===== src/rtl/bus8_pkg.sv =====
package bus8_pkg;

    localparam int OP_W = 4;
    localparam int NT   = 6;

    localparam logic [OP_W-1:0] OP_LOAD = 4'h0;
    localparam logic [OP_W-1:0] OP_ADD  = 4'h1;
    localparam logic [OP_W-1:0] OP_SUB  = 4'h2;
    localparam logic [OP_W-1:0] OP_SHOW = 4'hE;
    localparam logic [OP_W-1:0] OP_STOP = 4'hF;

    // word 0 at the least significant byte
    localparam logic [127:0] DEMO_IMAGE = {
        8'h00, 8'h00, 8'h00, 8'h05, 8'h30, 8'h20, 8'hF0, 8'hF0,
        8'hE0, 8'h1C, 8'h50, 8'hE0, 8'h2B, 8'hE0, 8'h1A, 8'h09
    };

    typedef enum logic [2:0] {
        SRC_NONE,
        SRC_PC,
        SRC_MEM,
        SRC_IR,
        SRC_ACC,
        SRC_ALU
    } bus_src_e;

    typedef struct packed {
        bus_src_e src;
        logic     ld_mar;
        logic     ld_ir;
        logic     ld_acc;
        logic     ld_opr;
        logic     ld_res;
        logic     inc_pc;
        logic     sub;
        logic     stop;
    } ctrl_t;

    function automatic ctrl_t decode_step(logic [NT-1:0] step, logic [OP_W-1:0] op);
        ctrl_t c;
        c = '0;
        c.src = SRC_NONE;
        if (step[0]) begin
            c.src    = SRC_PC;
            c.ld_mar = 1'b1;
        end
        if (step[1]) begin
            c.inc_pc = 1'b1;
        end
        if (step[2]) begin
            c.src   = SRC_MEM;
            c.ld_ir = 1'b1;
        end
        if (step[3]) begin
            case (op)
                OP_LOAD, OP_ADD, OP_SUB: begin
                    c.src    = SRC_IR;
                    c.ld_mar = 1'b1;
                end
                OP_SHOW: begin
                    c.src    = SRC_ACC;
                    c.ld_res = 1'b1;
                end
                OP_STOP: c.stop = 1'b1;
                default: ;
            endcase
        end
        if (step[4]) begin
            case (op)
                OP_LOAD: begin
                    c.src    = SRC_MEM;
                    c.ld_acc = 1'b1;
                end
                OP_ADD, OP_SUB: begin
                    c.src    = SRC_MEM;
                    c.ld_opr = 1'b1;
                end
                default: ;
            endcase
        end
        if (step[5]) begin
            if (op == OP_ADD || op == OP_SUB) begin
                c.src    = SRC_ALU;
                c.ld_acc = 1'b1;
                c.sub    = (op == OP_SUB);
            end
        end
        return c;
    endfunction

endpackage


===== src/rtl/bus8_rom.sv =====
module bus8_rom #(
    parameter int DW    = 8,
    parameter int AW    = 4,
    parameter int DEPTH = 1 << AW,
    parameter logic [DW*DEPTH-1:0] IMAGE = '0
) (
    input  logic [AW-1:0] addr,
    output logic [DW-1:0] data
);
    logic [DW-1:0] words [DEPTH];

    for (genvar i = 0; i < DEPTH; i++) begin : g_word
        assign words[i] = IMAGE[i*DW +: DW];
    end

    assign data = words[addr];
endmodule


===== src/rtl/bus8_addsub.sv =====
module bus8_addsub #(
    parameter int DW = 8
) (
    input  logic [DW-1:0] a,
    input  logic [DW-1:0] b,
    input  logic          sub,
    output logic [DW-1:0] y
);
    logic [DW-1:0] b_eff;

    assign b_eff = b ^ {DW{sub}};
    assign y     = a + b_eff + {{(DW-1){1'b0}}, sub};
endmodule


===== src/rtl/bus8_seq.sv =====
module bus8_seq
    import bus8_pkg::*;
(
    input  logic            clk,
    input  logic            rst,
    input  logic [OP_W-1:0] opcode,
    output ctrl_t           ctrl,
    output logic            halted
);
    logic [NT-1:0] step;
    ctrl_t         raw;

    assign raw = decode_step(step, opcode);

    always_comb begin
        ctrl = raw;
        if (halted) begin
            ctrl     = '0;
            ctrl.src = SRC_NONE;
        end
    end

    always_ff @(posedge clk) begin
        if (rst) begin
            step   <= {{(NT-1){1'b0}}, 1'b1};
            halted <= 1'b0;
        end else if (!halted) begin
            if (ctrl.stop) begin
                halted <= 1'b1;
            end else begin
                step <= {step[NT-2:0], step[NT-1]};
            end
        end
    end


    step_onehot_chk: assert property (@(posedge clk) disable iff (rst)
        $countones(step) == 1);


    halt_sticky_chk: assert property (@(posedge clk) disable iff (rst)
        halted |=> halted);


    halt_quiet_chk: assert property (@(posedge clk) disable iff (rst)
        halted |-> (!ctrl.ld_acc && !ctrl.ld_res && !ctrl.inc_pc && !ctrl.ld_mar));
endmodule


===== src/rtl/bus8_computer.sv =====
module bus8_computer
    import bus8_pkg::*;
#(
    parameter int AW = 4,
    parameter logic [(OP_W+AW)*(2**AW)-1:0] ROM_IMAGE = DEMO_IMAGE
) (
    input  logic                 clk,
    input  logic                 rst,
    output logic [OP_W+AW-1:0]   result,
    output logic                 halted
);
    localparam int DW    = OP_W + AW;
    localparam int DEPTH = 2 ** AW;

    ctrl_t         ctrl;
    logic [DW-1:0] bus;
    logic [AW-1:0] pc;
    logic [AW-1:0] mar;
    logic [DW-1:0] ir;
    logic [DW-1:0] acc;
    logic [DW-1:0] opr;
    logic [DW-1:0] res_q;
    logic [DW-1:0] mem_q;
    logic [DW-1:0] alu_y;

    bus8_seq u_seq (
        .clk    (clk),
        .rst    (rst),
        .opcode (ir[DW-1:AW]),
        .ctrl   (ctrl),
        .halted (halted)
    );

    bus8_rom #(
        .DW    (DW),
        .AW    (AW),
        .DEPTH (DEPTH),
        .IMAGE (ROM_IMAGE)
    ) u_rom (
        .addr (mar),
        .data (mem_q)
    );

    bus8_addsub #(
        .DW (DW)
    ) u_alu (
        .a   (acc),
        .b   (opr),
        .sub (ctrl.sub),
        .y   (alu_y)
    );

    always_comb begin
        case (ctrl.src)
            SRC_PC:  bus = {{OP_W{1'b0}}, pc};
            SRC_MEM: bus = mem_q;
            SRC_IR:  bus = {{OP_W{1'b0}}, ir[AW-1:0]};
            SRC_ACC: bus = acc;
            SRC_ALU: bus = alu_y;
            default: bus = '0;
        endcase
    end

    always_ff @(posedge clk) begin
        if (rst) begin
            pc    <= '0;
            mar   <= '0;
            ir    <= '0;
            acc   <= '0;
            opr   <= '0;
            res_q <= '0;
        end else begin
            if (ctrl.inc_pc) pc    <= pc + 1'b1;
            if (ctrl.ld_mar) mar   <= bus[AW-1:0];
            if (ctrl.ld_ir)  ir    <= bus;
            if (ctrl.ld_acc) acc   <= bus;
            if (ctrl.ld_opr) opr   <= bus;
            if (ctrl.ld_res) res_q <= bus;
        end
    end

    assign result = res_q;


    reset_state_chk: assert property (@(posedge clk)
        rst |=> (pc == '0 && acc == '0 && res_q == '0 && !halted));


    pc_step_chk: assert property (@(posedge clk) disable iff (rst)
        ctrl.inc_pc |=> pc == $past(pc) + 1'b1);


    res_copy_chk: assert property (@(posedge clk) disable iff (rst)
        ctrl.ld_res |=> res_q == $past(acc));


    add_wb_chk: assert property (@(posedge clk) disable iff (rst)
        (ctrl.src == SRC_ALU && ctrl.ld_acc && !ctrl.sub) |=> acc == $past(acc) + $past(opr));


    sub_wb_chk: assert property (@(posedge clk) disable iff (rst)
        (ctrl.src == SRC_ALU && ctrl.ld_acc && ctrl.sub) |=> acc == $past(acc) - $past(opr));


    freeze_chk: assert property (@(posedge clk) disable iff (rst)
        halted |=> ($stable(pc) && $stable(acc) && $stable(res_q)));
endmodule


===== config.mk =====
export PLATFORM = sky130hd
export DESIGN_NAME = bus8_computer
export DESIGN_NICKNAME = d
export VERILOG_FILES = /design/src/rtl/bus8_pkg.sv /design/src/rtl/bus8_rom.sv /design/src/rtl/bus8_addsub.sv /design/src/rtl/bus8_seq.sv /design/src/rtl/bus8_computer.sv
export SDC_FILE = /design/constraint.sdc
export NUM_CORES = 1
export LEC_CHECK = 0
export BUFFER_PORTS_ARGS = -buffer_cell sky130_fd_sc_hd__buf_4
export CORE_ASPECT_RATIO = 1.25
export CORE_MARGIN = 2
export CORE_UTILIZATION = 61
export DETAILED_ROUTE_END_ITERATION = 8
export PLACE_DENSITY = 0.87
export RECOVER_POWER = 100
export SLEW_MARGIN = 20
export SYNTH_ARGS = -nofsm -noshare
export SYNTH_HDL_FRONTEND = slang
export SYNTH_SLANG_ARGS = --single-unit

===== constraint.sdc =====
create_clock -name clk -period 3.6 [get_ports clk]
set_input_delay 0.18 -clock clk [delete_from_list [all_inputs] [get_ports clk]]
set_output_delay 0.18 -clock clk [all_outputs]
set_load 0.05 [all_outputs]

== Yosys cells after proc, flatten, opt, wreduce, memory -nomap -nowiden ==
Memory sizes are Yosys's and may differ from the RTL's.
Cells that the tools add are included.
Storage, ports and cells
  memories: 1
  bits in registers: 47
  input bits: 2
  bits in latches: 0
  bits in writable memories: 0
  logic and storage cells: 59
  ROM bits: 128
Operators by class
  equal/unequal tests: 9
  $lt $le $gt $ge: 1
  multipliers: 0
  multiplexer cells: 28
  add/subtract/negate cells: 3
  divide/modulo/power cells: 0
  shift operators: 0
  bitwise logic cells: 4
  reduce and logical (&&, ||, !) cells: 5
Memories
  (no name shown): words 16, bits a word 8, rd ports 1, clocked after Yosys merged registers in 0, wr ports 0, RTL line bus8_rom.sv:16  | assign data = words[addr];
Operators with widths (count)
  $pmux W8 S5: 1
  $mux W8: 2
  $mux W1: 15
  $mux W3: 4
  $mux W11: 1
  $add A8 B1 Y8: 1
  $add A8 B8 Y8: 1
  $eq A4 B4 Y1 const B: 2
  $xor A8 B8 Y8: 1
  $eq A3 B2 Y1 const B: 2
  $eq A3 B3 Y1 const B: 2
  $mux W2: 3
  $pmux W3 S2: 1
  $ge A5 B5 Y1 const B: 1
  $not A4 Y5: 1
  $add A4 B1 Y4 const B: 1
  $eq A4 B1 Y1 const B: 1
  $eq A4 B2 Y1 const B: 1
  $logic_not A4 Y1: 1
  $mux W4: 1
  $eq A3 B1 Y1 const B: 1
  $reduce_or A3 Y1: 1
  $not A1 Y1: 2
  $reduce_and A2 Y1: 1
  other kinds (2): 2

== Longest topological paths before layout ==
Gate-level depths: netlist (run 1).
  depth after elaboration: 13
  mapped depth: 12
  depth with buffers taken out: 10

== Modules after synthesis ==
A second synthesis (run 1) with hierarchy kept.
Unflattened totals
  cell total of the unflattened synthesis: 298
  area total of the unflattened synthesis: 2716.4 um^2
Modules (own cells, without submodules)
  bus8_computer: sequential area each 800.8 um^2, instances 1, area an instance 1635.3 um^2, cells an instance 166
  bus8_seq: sequential area each 140.1 um^2, instances 1, area an instance 489.2 um^2, cells an instance 59
  bus8_addsub: sequential area each 0.0 um^2, instances 1, area an instance 394.1 um^2, cells an instance 47
  bus8_rom: sequential area each 0.0 um^2, instances 1, area an instance 197.7 um^2, cells an instance 26

== Least setup slack after synthesis (run 1) ==
No wires, ideal clock.
  path kind: register to register
  start: reg u_seq.halted
  end: reg ir[6]
  stages on the path, launching flop included: 13
  arrival: 2.882 ns
  setup slack: 0.627 ns
  clock period less this slack: 2.973 ns
  buffers on the path: 2
  cell sequence: dfxtp_1 buf_2 nor3_4 and3_1 buf_6 xor2_1 fa_1 a211oi_1 o21bai_1 a21oi_1 xnor2_1 a21oi_1 a311oi_1
On the way
  longest elaborated chain between the ends: 5
  elaborated cells on any way between the ends: 10
Ends and longest elaborated chain
  start, declared: RTL line bus8_seq.sv:8  | output logic halted
  start signal, assigned: RTL line bus8_seq.sv:26  | halted <= 1'b0;
  start signal, assigned: RTL line bus8_seq.sv:29  | halted <= 1'b1;
  $mux W11 *: RTL line bus8_seq.sv:17  | if (halted) begin
  $xor A8 B8 Y8: RTL line bus8_addsub.sv:11  | assign b_eff = b ^ {DW{sub}};
  $add A8 B8 Y8: RTL line bus8_addsub.sv:12  | assign y = a + b_eff + {{(DW-1){1'b0}}, sub};
  $add A8 B1 Y8: RTL line bus8_addsub.sv:12
  $pmux W8 S5: RTL line bus8_computer.sv:54  | case (ctrl.src)
  end signal, assigned: RTL line bus8_computer.sv:75  | if (ctrl.ld_ir) ir <= bus;
  end, declared: RTL line bus8_computer.sv:19  | logic [DW-1:0] ir;
Every way passes the cells marked *; elsewhere a longest branch is shown, timed or not.
A chain may end at the register's enable or synchronous reset.

== Worst setup path in the final report (run 1) ==
  start: reg ir[5]
  end: reg ir[6]
On the way
  longest elaborated chain between the ends: 11
  elaborated cells on any way between the ends: 24
Ends and longest elaborated chain
  $eq A4 B2 Y1, or another cell as far along
  $reduce_or A3 Y1 (no source line)
  $pmux W3 S2: RTL line bus8_pkg.sv:55  | case (op)
  $mux W4: RTL line bus8_pkg.sv:54  | if (step[3]) begin
  $mux W3: RTL line bus8_pkg.sv:69  | case (op)
  $mux W3: RTL line bus8_pkg.sv:68  | if (step[4]) begin
  $mux W3: RTL line bus8_pkg.sv:82  | if (op == OP_ADD || op == OP_SUB) begin
  $mux W3: RTL line bus8_pkg.sv:81  | if (step[5]) begin
  $mux W11 *: RTL line bus8_seq.sv:17
  branches (longest 1 deep; another with $add A8 B8 Y8)
  $pmux W8 S5 *: RTL line bus8_computer.sv:54
Mark *: on every way between the ends.

==> impl_metrics.csv, run 1 <==
group,metric,value,unit
hold_path,hold_class,"in2reg",
routing,drt_pre_antenna_iters,4,
routing,wl,5560,µm
global_routing,overflow,0,
floorplanning,rows,26,
hold_path,min-delay-start,"rst",
clock_tree,cts_setup_buffers,0,
timing,max_slew.worst_pin.slew,884,ps
power,p_clk_frac,0.330,
critical_path,rr_endpoint,"ir[6]$_SDFFE_PP0P_",
synth,synthSimpleGateAreaFrac,0.188,
synth,synth.avg_cell_area,8.58,µm²
global_routing,grt_max_degree,48,
synth,post-synth-top-area-cell,"dfxtp_1",
critical_path,rr_worst_depth,10,
critical_path,regToRegSetupSlack,440,ps
timing,setup_tns,0,ps
critical_path,cp_max_fo,8,
timing,drv_slew,0,
synth,synth.most_common_cell,"nor2_1",
finish,layout-drive-gt1-share,0.0565,
power,sw_frac_of_total,0.267,
clock_tree,ctsRootBufferMaster,"clkbuf_8",
critical_path,setup.worst_path.class,"reg2reg",
critical_path,critical_path.cell_chain,"nor2b_1, and3_1, xor2_1, fa_1, a211oi_1, o21bai_1, a21oi_1, xnor2_1, a21oi_1, a311oi_1",
synth,synthAdderAreaFrac,0.0613,
global_routing,gr-usage-all-layers,0.257,
global_routing,antenna_found_initial,0,
power,seqPwrFrac,0.572,
routing,vias,2184,
critical_path,cp-end-kind,"flop",
run,max_cap_violations,0,
timing,hold_viol,0,
clock_tree,cts_resized,0,
timing,skew,9.75,ps
clock_tree,cts.sinks,47,
timing,setup_viol,0,
synth,ys_types,49,
critical_path,r2r-start,"ir[5]$_SDFFE_PP0P_",
hold_path,min_delay_path_depth,2,
power,power_density,359,mW/mm²
finish,final_core_util,0.660,
timing,timing.fmax,316,MHz
clock_tree,clkTransAtPathRegs,90,ps
floorplanning,io_pins,11,
synth,synth_warnings,0,
hold_path,holdPathEnd,"u_seq.halted$_SDFF_PP0_",
placement,dpl.hpwl,3910,µm
routing,final_antenna_net_count,0,
floorplanning,placeableCoreArea,0.00407,mm²
power,leakage,1.02,nW
synth,synth_top_area_frac,0.366,
placement,io_buffers,10,
floorplanning,start_util,0.633,
power,vdd_drop_max,0.000316,V
global_routing,grt_pass1_wl,9350,µm
clock_tree,clk_path_buf_depth,2,
synth,synth-compound-area-share,0.243,
synth,synth_cells,300,
global_routing,grt_pass1_vias,1996,
synth,synth_top_family_by_area,"compound AO/OA/AOI/OAI gates",
synth,synth_edf_count,0,
placement,gp_congestion,0.924,
clock_tree,h-tree-depth,2,
routing,drc,0,
clock_tree,numCtsBuffers,5,
critical_path,cp.arrival,3380,ps
timing,min_period,3160,ps
critical_path,cpMostUsedCell,"a21oi_1",
routing,via_per_inst,6.12,
critical_path,required,3810,ps
finish,num_antenna_cells,0,
routing,routedWlPerCell,15.6,µm
critical_path,crit_family,"compound AO/OA/AOI/OAI gates",
clock_tree,cts_tree,"done",
finish,syn_to_final_growth,4.23,%
synth,synth_seq_area_share,0.366,
floorplanning,dieArea,0.00476,mm²
power,switchingPower,257,µW
synth,synth-main-ff-cell,"dfxtp_1",
finish,fin_area,0.00268,mm²
timing,relSlewSlack,0.408,
synth,syn_area,0.00257,mm²
clock_tree,clock_latency,310,ps
status,status,"completed",
clock_tree,ctsHoldBuffers,0,
synth,yosys-top-cells-area,"dfxtp_1 37%, nor2_1 7.9%, a211oi_1 6.7%, ha_1 5.3%, xor2_1 4.1%",
placement,post_dp_cell_area,0.00265,mm²
power,p_int,707,µW
routing,drt_first_iter_violations,116,
synth,ys_ff_latch,47,
timing,rsz0062_at_grt,"no",
synth,synthMuxAreaShare,0.0408,
critical_path,crit_buf_inv,0,
finish,nets,314,
floorplanning,die_width,62.1,µm
critical_path,slowest_delay,500,ps
critical_path,cp-start-kind,"flop",
synth,synthXorXnorAreaFrac,0.0574,
power,p_total,963,µW
synth,synth_nets,314,
synth,synth_common_cells,"54 x nor2_1, 47 x dfxtp_1, 23 x a211oi_1",
power,p_comb_frac,0.098,
floorplanning,die_y,76.6,µm
synth,synthArstFlopShare,0,
critical_path,slowest_stage,"fa_1",
timing,period_share,0.879,
==> layer usage <==
metal  wire length (µm)  vias up  track usage
met5                  0        -            0
met3                249       14       0.0424
li1                   -     1081            -
met1               2490     1038        0.362
met4                143        0        0.113
met2               2670       51        0.377
==> worst max-delay path by stage <==
stage | startpoint | end | cells after the start
2_1_floorplan | u_seq.halted$_SDFF_PP0_ | ir[6]$_SDFFE_PP0P_ | 12
3_3_place_gp | ir[5]$_SDFFE_PP0P_ | ir[6]$_SDFFE_PP0P_ | 10
3_5_place_dp | ir[5]$_SDFFE_PP0P_ | ir[6]$_SDFFE_PP0P_ | 10
4_1_cts | ir[5]$_SDFFE_PP0P_ | ir[6]$_SDFFE_PP0P_ | 10
5_1_grt | u_seq.halted$_SDFF_PP0_ | acc[6]$_SDFFE_PP0P_ | 10
6_report | ir[5]$_SDFFE_PP0P_ | ir[6]$_SDFFE_PP0P_ | 10
==> cell type report <==
cell class / instances / area (µm²)
clock buffers: 6 / 72.6
clock inverters: 2 / 12.5
fillers: 363 / 1380
inverters: 6 / 22.5
multi-input cells: 227 / 1500
flip-flops and latches: 47 / 941
well taps: 56 / 70.1
repair buffers: 13 / 60.1
==> kinds of logic (layout without fill, tap and decap cells) <==
| group | after synthesis | in the layout |
|---|---|---|
| xor gates and xnor gates | 16 | 16 |
| muxes | 10 | 10 |
| and+or+nand+nor | 105 | 105 |
| AOI/OAI and AO/OA | 84 | 84 |
| adders and majority gates | 12 | 12 |
| DFF | 47 | 47 |
| buffers and inverters | 26 | 27 |
==> per-stage QoR <==
step	hold slack (ps)	worst slack (ps)	cells
6_report	306	436	357
5_1_grt	334	185	357
4_1_cts	303	438	357
3_5_place_dp	447	502	349
3_3_place_gp	444	652	349
2_1_floorplan	449	627	300
==> sequential cells by signal (all words and copies together), names as in the netlist <==
signal	count
u_seq.halted	1
result	8
pc	4
u_seq.step	6
ir	8
acc	8
opr	8
mar	4
==> power by group through the flow <==
stage                     logic, mW  registers (mW)  clock network (mW)
after floorplan              0.0831           0.556                   0
after global placement       0.0916           0.563                   0
after detailed placement     0.0939           0.563                   0
after CTS                    0.0946           0.551               0.319
after global routing          0.106           0.554               0.338
final                        0.0943           0.551               0.318
==> layout by cell type, fill, tap and decap left out, types with 2 or more instances in the layout <==
| cell type | n |
|---|---|
| a211oi_1 | 24 |
| a21o_1 | 2 |
| a21oi_1 | 20 |
| a221oi_1 | 3 |
| a22o_1 | 2 |
| a22oi_1 | 3 |
| a311oi_1 | 6 |
| a31oi_1 | 2 |
| and3_1 | 4 |
| buf_4 | 3 |
| clkbuf_1 | 11 |
| clkbuf_8 | 5 |
| dfxtp_1 | 47 |
| ha_1 | 11 |
| inv_1 | 6 |
| mux2i_1 | 9 |
| nand2_1 | 19 |
| nand2b_1 | 3 |
| nand3_1 | 5 |
| nand4_1 | 4 |
| nor2_1 | 53 |
| nor2b_1 | 5 |
| nor3_1 | 5 |
| o211a_1 | 2 |
| o21a_1 | 2 |
| o21ai_0 | 5 |
| o21bai_1 | 2 |
| o31ai_1 | 3 |
| xnor2_1 | 3 |
| xor2_1 | 12 |
No activity file was read; power rests on OpenSTA's default activity.
==> run 2: changes to the inputs <==
- CORE_UTILIZATION: 61 -> 62
- CTS_BUF_LIST: unset -> sky130_fd_sc_hd__clkbuf_2
- PLACE_DENSITY: 0.87 -> 0.88
==> run 2 against run 1 <==
Compared with the run above: count of clock-buffer cells in the layout down 1; register-to-register slack better by 30 ps; sequential share of layout area is 0.16 points higher; global-route usage increased by 0.95 points; first-iteration DRC count rose by 18%; critical path type unchanged; cell count decreased by 0.28%; critical path depth is the same; cell area is 0.47% lower; routed wire length hardly changed; highest routed layer unchanged; total power fell by 3.5%.
==> impl_metrics.csv, run 2 (synthesis gave the netlist of run 1 again) <==
group,metric,value,unit
status,status,"completed",
global_routing,overflow,0,
clock_tree,cts_tree,"done",
timing,max_slew.worst_pin.slew,893,ps
timing,setup_viol,0,
timing,timing.fmax,320,MHz
routing,drt_pre_antenna_iters,4,
finish,mostFrequentLayoutCells,"53 x nor2_1, 47 x dfxtp_1, 24 x a211oi_1",
clock_tree,clk_path_buf_depth,2,
clock_tree,clkTransAtPathRegs,230,ps
clock_tree,cts.sinks,47,
power,p_total,930,µW
floorplanning,die_y,76.0,µm
critical_path,cp.arrival,3480,ps
routing,via_per_inst,6.18,
timing,min_period,3130,ps
finish,layout-drive-gt1-share,0.0567,
clock_tree,cts_setup_buffers,0,
floorplanning,rows,26,
clock_tree,h-tree-depth,2,
clock_tree,clock_latency,420,ps
routing,final_antenna_net_count,0,
power,leakage,1.02,nW
critical_path,slowest_stage,"dfxtp_1",
timing,skew,6.96,ps
global_routing,antenna_found_initial,0,
critical_path,crit_buf_inv,0,
clock_tree,ctsHoldBuffers,0,
critical_path,critical_path.cell_chain,"nor2b_1, and3_1, xor2_1, ha_1, a21oi_1, o21ai_0, a21o_1, nor4b_1, a2111oi_4, a211oi_1",
critical_path,required,3950,ps
placement,dpl.hpwl,4030,µm
finish,fin_area,0.00267,mm²
global_routing,grt_pass1_vias,2016,
timing,hold_viol,0,
routing,drc,0,
placement,io_buffers,10,
routing,drt_first_iter_violations,137,
critical_path,cp_max_fo,8,
timing,rsz0062_at_grt,"no",
run,max_cap_violations,0,
critical_path,setup.worst_path.class,"reg2reg",
routing,vias,2200,
timing,relSlewSlack,0.402,
placement,gp_congestion,0.907,
clock_tree,cts_resized,0,
global_routing,grt_pass1_wl,9670,µm
placement,pre_cts_ws,553,ps
critical_path,cp-end-kind,"flop",
floorplanning,io_pins,11,
hold_path,hold_class,"in2reg",
critical_path,cp-start-kind,"flop",
placement,post_dp_cell_area,0.00265,mm²
finish,nets,314,
timing,setup_tns,0,ps
routing,wl,5560,µm
global_routing,grt_max_degree,48,
routing,routedWlPerCell,15.6,µm
timing,worst_slack,471,ps
finish,syn_to_final_growth,3.74,%
timing,drv_slew,0,
floorplanning,die_width,61.6,µm
power,power_density,348,mW/mm²
finish,nFillCells,362,
finish,num_antenna_cells,0,
finish,mostFrequentLayoutCell,"nor2_1",
global_routing,gr-usage-all-layers,0.266,
clock_tree,numCtsBuffers,5,
floorplanning,placeableCoreArea,0.00403,mm²
critical_path,slowest_delay,510,ps
floorplanning,start_util,0.638,
timing,period_share,0.869,
clock_tree,ctsRootBufferMaster,"clkbuf_2",
floorplanning,dieArea,0.00469,mm²
critical_path,crit_family,"simple AND/OR/NAND/NOR gates",
power,vdd_drop_max,0.000276,V
run 2: cell count changes in the layout (fill, tap and decap cells not counted), sizes merged:
cell / previous run / this run
buf: 3 / 4
bufinv: 0 / 1
clkinv: 1 / 0
clkbuf: 16 / 14
run 2: layout make-up:
cell class,count,area [µm²],area share
Multi-Input combinational cell,227,1510,0.566
Clock inverter,2,37.5,0.0141
Clock buffer,5,25.0,0.00937
Timing Repair Buffer,13,63.8,0.0239
Sequential cell,47,941,0.352
Inverter,6,22.5,0.00843
Tap cell,56,70.1,0.0262
run 2: stage by stage:
stage | cells | utilization | hold slack [ps]
5_1_grt | 356 | 0.662 | 182
3_5_place_dp | 349 | 0.657 | 449
6_report | 356 | 0.662 | 172
2_1_floorplan | 300 | - | 449
3_3_place_gp | 349 | 0.657 | 443
4_1_cts | 356 | 0.672 | 156
run 2: worst paths after layout:
check                                         endpoint                    from  slack, ps  cells after the start
worst min-delay path               opr[4]$_SDFFE_PP0P_                     rst        170                      2
worst max register to register     opr[7]$_SDFFE_PP0P_      ir[5]$_SDFFE_PP0P_        470                     10
worst max-delay path               opr[7]$_SDFFE_PP0P_      ir[5]$_SDFFE_PP0P_        470                     10
worst min register to register  result[2]$_SDFFE_PP0P_  result[2]$_SDFFE_PP0P_        470                      2
run 2: report_power, final:
| part | total, mW | switching (mW) | internal, mW |
|---|---|---|---|
| logic | 0.0942 | 0.0563 | 0.0379 |
| registers | 0.554 | 0.0185 | 0.535 |
| clock network | 0.282 | 0.169 | 0.113 |
| total | 0.930 | 0.244 | 0.686 |
run 2: routing by layer:
| metal | GRT usage | wire (µm) | vias up |
|---|---|---|---|
| met5 | 0 | 0 | - |
| met1 | 0.358 | 2390 | 1008 |
| met4 | 0.119 | 246 | 0 |
| met2 | 0.403 | 2670 | 79 |
| met3 | 0.0526 | 255 | 24 |
| li1 | - | - | 1089 |
